--- src/rtl/fwp_pkg.sv ---
package fwp_pkg;
  typedef enum logic [1:0] {
    REQ_PAGE_ERASE = 2'd0,
    REQ_WORD_WRITE = 2'd1,
    REQ_CHIP_ERASE = 2'd2,
    REQ_WRITE_ALT  = 2'd3
  } req_kind_e;

  localparam int REG_ADDR_W = 12;
  localparam int CFG_BASE   = 'h600;
endpackage

--- src/rtl/fwp_regs.sv ---
module fwp_regs
  import fwp_pkg::*;
#(
  parameter int NUM_BLOCKS = 48,
  parameter int REG_W      = 32
) (
  input  logic                  clk,
  input  logic                  rst_n,
  input  logic                  wr_en,
  input  logic                  rd_en,
  input  logic [REG_ADDR_W-1:0] addr,
  input  logic [REG_W-1:0]      wdata,
  output logic [REG_W-1:0]      rdata,
  output logic [NUM_BLOCKS-1:0] prot,
  output logic                  dbg_dis
);
  localparam int NUM_CFG = (NUM_BLOCKS + REG_W - 1) / REG_W;
  localparam int DBG_OFF = CFG_BASE + 4 * NUM_CFG;
  localparam int PAD_W   = NUM_CFG * REG_W;

  // sticky flags: set by a 1 in the matching data bit, cleared only by reset
  for (genvar i = 0; i < NUM_BLOCKS; i++) begin : g_flag
    localparam int RIDX = i / REG_W;
    localparam int BIDX = i % REG_W;
    localparam logic [REG_ADDR_W-1:0] OFF = REG_ADDR_W'(CFG_BASE + 4 * RIDX);
    always_ff @(posedge clk or negedge rst_n) begin
      if (!rst_n)                             prot[i] <= 1'b0;
      else if (wr_en && addr == OFF && wdata[BIDX]) prot[i] <= 1'b1;
    end
  end

  always_ff @(posedge clk or negedge rst_n) begin
    if (!rst_n) dbg_dis <= 1'b1;
    else if (wr_en && addr == REG_ADDR_W'(DBG_OFF)) dbg_dis <= wdata[0];
  end

  logic [PAD_W-1:0] prot_pad;
  assign prot_pad = PAD_W'(prot);

  logic [REG_W-1:0] rd_mux;
  always_comb begin
    rd_mux = '0;
    for (int k = 0; k < NUM_CFG; k++) begin
      if (addr == REG_ADDR_W'(CFG_BASE + 4 * k)) rd_mux = prot_pad[k*REG_W +: REG_W];
    end
    if (addr == REG_ADDR_W'(DBG_OFF)) rd_mux = {{(REG_W-1){1'b0}}, dbg_dis};
  end

  always_ff @(posedge clk or negedge rst_n) begin
    if (!rst_n) rdata <= '0;
    else        rdata <= rd_en ? rd_mux : '0;
  end
endmodule

--- src/rtl/fwp_decode.sv ---
module fwp_decode #(
  parameter int NUM_BLOCKS = 48,
  parameter int ADDR_W     = 20,
  parameter int BLK_LOG2   = 12
) (
  input  logic [ADDR_W-1:0]     addr,
  input  logic [NUM_BLOCKS-1:0] prot,
  output logic                  hit,
  output logic                  any_prot
);
  localparam int IDX_W = ADDR_W - BLK_LOG2;
  localparam int PAD_N = 1 << IDX_W;

  logic [IDX_W-1:0] idx;
  logic [PAD_N-1:0] pad;

  assign idx      = addr[ADDR_W-1:BLK_LOG2];
  // indices past the last block land on zero padding and never hit
  assign pad      = PAD_N'(prot);
  assign hit      = pad[idx];
  assign any_prot = |prot;
endmodule

--- src/rtl/fwp_gate.sv ---
module fwp_gate
  import fwp_pkg::*;
(
  input  logic      in_valid,
  input  req_kind_e kind,
  input  logic      hit,
  input  logic      any_prot,
  input  logic      bypass,
  input  logic      out_ready,
  output logic      out_valid,
  output logic      in_ready,
  output logic      fault
);
  logic refuse;

  always_comb begin
    unique case (kind)
      REQ_CHIP_ERASE: refuse = any_prot;
      default:        refuse = hit;
    endcase
    if (bypass) refuse = 1'b0;
  end

  assign out_valid = in_valid & ~refuse;
  assign in_ready  = refuse | out_ready;
  assign fault     = in_valid & refuse;
endmodule

--- src/rtl/flash_wp_guard.sv ---
module flash_wp_guard
  import fwp_pkg::*;
#(
  parameter int NUM_BLOCKS = 48,
  parameter int ADDR_W     = 20,
  parameter int BLK_LOG2   = 12,
  parameter int DATA_W     = 32
) (
  input  logic              clk,
  input  logic              rst_n,
  input  logic              reg_wr_en,
  input  logic              reg_rd_en,
  input  logic [11:0]       reg_addr,
  input  logic [31:0]       reg_wdata,
  output logic [31:0]       reg_rdata,
  input  logic              dbg_active,
  input  logic              in_valid,
  output logic              in_ready,
  input  logic [1:0]        in_kind,
  input  logic [ADDR_W-1:0] in_addr,
  input  logic [DATA_W-1:0] in_data,
  output logic              out_valid,
  input  logic              out_ready,
  output logic [1:0]        out_kind,
  output logic [ADDR_W-1:0] out_addr,
  output logic [DATA_W-1:0] out_data,
  output logic              fault
);
  logic [NUM_BLOCKS-1:0] prot_q;
  logic                  dbg_dis_q;
  logic                  blk_hit;
  logic                  any_prot;

  fwp_regs #(.NUM_BLOCKS(NUM_BLOCKS), .REG_W(32)) u_regs (
    .clk    (clk),
    .rst_n  (rst_n),
    .wr_en  (reg_wr_en),
    .rd_en  (reg_rd_en),
    .addr   (reg_addr),
    .wdata  (reg_wdata),
    .rdata  (reg_rdata),
    .prot   (prot_q),
    .dbg_dis(dbg_dis_q)
  );

  fwp_decode #(.NUM_BLOCKS(NUM_BLOCKS), .ADDR_W(ADDR_W), .BLK_LOG2(BLK_LOG2)) u_dec (
    .addr    (in_addr),
    .prot    (prot_q),
    .hit     (blk_hit),
    .any_prot(any_prot)
  );

  fwp_gate u_gate (
    .in_valid (in_valid),
    .kind     (req_kind_e'(in_kind)),
    .hit      (blk_hit),
    .any_prot (any_prot),
    .bypass   (dbg_active & dbg_dis_q),
    .out_ready(out_ready),
    .out_valid(out_valid),
    .in_ready (in_ready),
    .fault    (fault)
  );

  assign out_kind = in_kind;
  assign out_addr = in_addr;
  assign out_data = in_data;
endmodule

--- config.mk ---
export PLATFORM = sky130hd
export DESIGN_NAME = flash_wp_guard
export DESIGN_NICKNAME = d
export VERILOG_FILES = /design/src/rtl/fwp_pkg.sv /design/src/rtl/fwp_regs.sv /design/src/rtl/fwp_decode.sv /design/src/rtl/fwp_gate.sv /design/src/rtl/flash_wp_guard.sv
export SDC_FILE = /design/constraint.sdc
export NUM_CORES = 1
export LEC_CHECK = 0
export ABC_AREA = 1
export ABC_CLOCK_PERIOD_IN_PS = 4400
export CAP_MARGIN = 40
export CORE_ASPECT_RATIO = 1.75
export CORE_MARGIN = 8
export CORE_UTILIZATION = 50
export DETAILED_ROUTE_END_ITERATION = 12
export DONT_BUFFER_PORTS = 1
export GPL_ROUTABILITY_DRIVEN = 0
export PLACE_DENSITY = 0.7
export SLEW_MARGIN = 10
export SYNTH_ARGS = -nofsm -noshare
export SYNTH_HDL_FRONTEND = slang
export SYNTH_SLANG_ARGS = --single-unit
--- constraint.sdc ---
create_clock -name clk -period 4.4 [get_ports clk]
set_clock_uncertainty 0.15 [all_clocks]
set_input_delay 0.66 -clock clk [delete_from_list [all_inputs] [get_ports clk]]
set_output_delay 0.66 -clock clk [all_outputs]
set_load 0.03 [all_outputs]
==> metrics <==
Initial Util=0.514; DRC=0; row count=44; DPL Wire Length=7490 µm; initial drt markers=258; final net count=543; Post-synth EDFFs=0; syn nets=601; vias in the first global route=3060; max_cap viols=0; chip height=138 µm; fin crit period=3.07 ns; CP startpoint=u_regs.prot[28]$_DFFE_PN0P_; Finished Layout Cells=535; via/cell ratio=5.67; Max Fclk=0.325 GHz; Synth warnings=0; die footprint=11800 µm²; most numerous cell in the Yosys netlist=nand2_1; DR pass1 iterations=4; Syn Inst Count=496; Slew @ Worst Pin=0.686 ns; clk_lat worst skew=0.34 ns; RSZ-0062 raised after global routing=no; Overall Global Routing Usage=0.179; crit share post-route=0.698; CTS tree=done; vias after detailed routing=3033; CTS max path bufs=2; CTS Sinks=81; post-route cell area=4210 µm²; H-tree Lvls=3; RR Startpoint=u_regs.prot[0]$_DFFE_PN0P_; share of cells above drive strength 1=0.131; sequential area share after synthesis=0.478; peak fanout along the critical path=3; CP arrival=2.26 ns; wire length per cell=18.9 µm; # placed instances=517; Leak=2.09 nW; synthesized area=4240 µm²; CTS buffer count=9; setup_tns=0 ns; Rel. slew slack=0.541; Yosys reg bits=81; IO Count=194; clk root buf=clkbuf_16; most common library cells after synthesis=nand2_1, dfrtp_1, inv_1, buf_4, nand3_1; remaining antenna violation count=0; Worst setup SP type=flop; Setup Fix Bufs, Post-CTS=0; Die Width=85.6 µm; top cell type's share of synthesized area=0.472; HP Class=in2async; worst reg-to-reg setup slack=3.37 ns; Post-Syn Area per Cell=8.55 µm²; diode count=0; Top FF cell, synth=dfrtp_1; IO Port Bufs=0; Area after DPL=3840 µm²; distinct cell type count of the synthesized netlist=28; Hold Fails Final Rpt=0; VDD IR max=0.203 mV; Pwr Density=388 nW/µm²; R2R Path End=u_regs.rdata[0]$_DFF_PN0_; Setup-failing EPs final=0; initial antenna violation count=0; area grow syn2layout=-0.678%; clk slew on worst S/H paths=0.06 ns; Core ar.=8260 µm²; critical path endpoint=out_valid; Critical Path End Type=output port; max-slew violations=0; Async S/R FF share, synth=1.00; Synth area leader=dfrtp_1; status=completed; Total Routed Length=10100 µm; gr ovfl total=0; Reg2Reg Depth=2; WS Path Type=reg2out; largest net degree at the start of global routing=81; first-pass GRT wire length=15800 µm; Area contributors post-synth=dfrtp_1, buf_4, nand2_1; worst path required time=3.59 ns
[stage by stage]
stage / setup slack, ns / power [mW] / util / hold slack (ns)
6_report: 1.33 / 1.63 / 0.510 / 0.0583
5_1_grt: 1.17 / 1.69 / 0.510 / 0.0953
4_1_cts: 1.34 / 1.65 / 0.510 / 0.0782
3_5_place_dp: 1.51 / 0.813 / 0.465 / 0.218
3_3_place_gp: 1.57 / 0.812 / 0.464 / 0.217
2_1_floorplan: 1.53 / 0.909 / - / 0.214
[flip-flops by register name, summed over array words and instances, names as in the netlist]
signal          cells
u_regs.rdata       32
u_regs.prot        48
u_regs.dbg_dis      1
[critical path, stage by stage, from the launching register on]
cell,delay [ns]
dfrtp_1,0.39
inv_1,0.12
nand4_1,0.13
nor4_1,0.43
nand3_1,0.13
nand2_1,0.09
nand2_1,0.09
a21oi_1,0.55
[cell families (layout without fill, tap and decap cells)]
logic type / Yosys count / after routing / share of synthesized area
multiplexers: 1 / 1 / 0.00265
buffers and inverters: 150 / 97 / 0.195
AND/OR/NAND/NOR: 198 / 198 / 0.225
AO/OA/AOI/OAI: 66 / 66 / 0.0994
flip-flops: 81 / 81 / 0.478
[worst min-delay path by stage]
stage	startpoint	endpoint	slack, ns
2_1_floorplan	rst_n	u_regs.prot[0]$_DFFE_PN0P_	0.21
3_3_place_gp	rst_n	u_regs.rdata[28]$_DFF_PN0_	0.22
6_report	rst_n	u_regs.rdata[5]$_DFF_PN0_	0.06
3_5_place_dp	rst_n	u_regs.rdata[29]$_DFF_PN0_	0.22
4_1_cts	rst_n	u_regs.prot[29]$_DFFE_PN0P_	0.08
5_1_grt	rst_n	u_regs.rdata[1]$_DFF_PN0_	0.1
[final cells by class]
class                           instances  area (µm²)
Timing Repair Buffer                    5        63.8
Clock buffer                           14         274
Multi-Input combinational cell        265        1390
Fill cell                             788        4040
Tap cell                               92         115
Clock inverter                          2        60.1
Inverter                               76         285
Sequential cell                        81        2030
[report_power, final]
part           leakage, nW  switching [mW]  internal [mW]
logic                 1.05          0.0504         0.0202
registers            0.877        0.000210          0.745
clock network        0.163           0.274          0.543
total                 2.09           0.325           1.31
[metal layers]
metal	wire [µm]	global-route usage	vias up
met3	730	0.0504	43
met2	5570	0.328	115
met1	3410	0.168	1464
met5	0	0	-
li1	-	-	1411
met4	405	0.124	0
[timing repair]
action / CTS / global route
resized for setup: 0 / 0
hold buffers: 2 / 0
endpoints found under the hold margin: 80 / 0
[cell usage in the layout, fill, tap and decap left out, drive strengths merged]
| cell | n |
|---|---|
| nand2 | 106 |
| dfrtp | 80 |
| inv | 76 |
| nand3 | 45 |
| o21ai | 38 |
| a21oi | 22 |
| nor3 | 19 |
| clkbuf | 14 |
| nand4 | 12 |
| nor2 | 11 |
| o211ai | 5 |
| nor4 | 4 |
| buf | 4 |
| bufinv | 2 |
| or2 | 1 |
| a221oi | 1 |
| mux2 | 1 |
| dlygate4sd3 | 1 |
| dfstp | 1 |
Note: power is estimated with default switching activity, not from simulation.
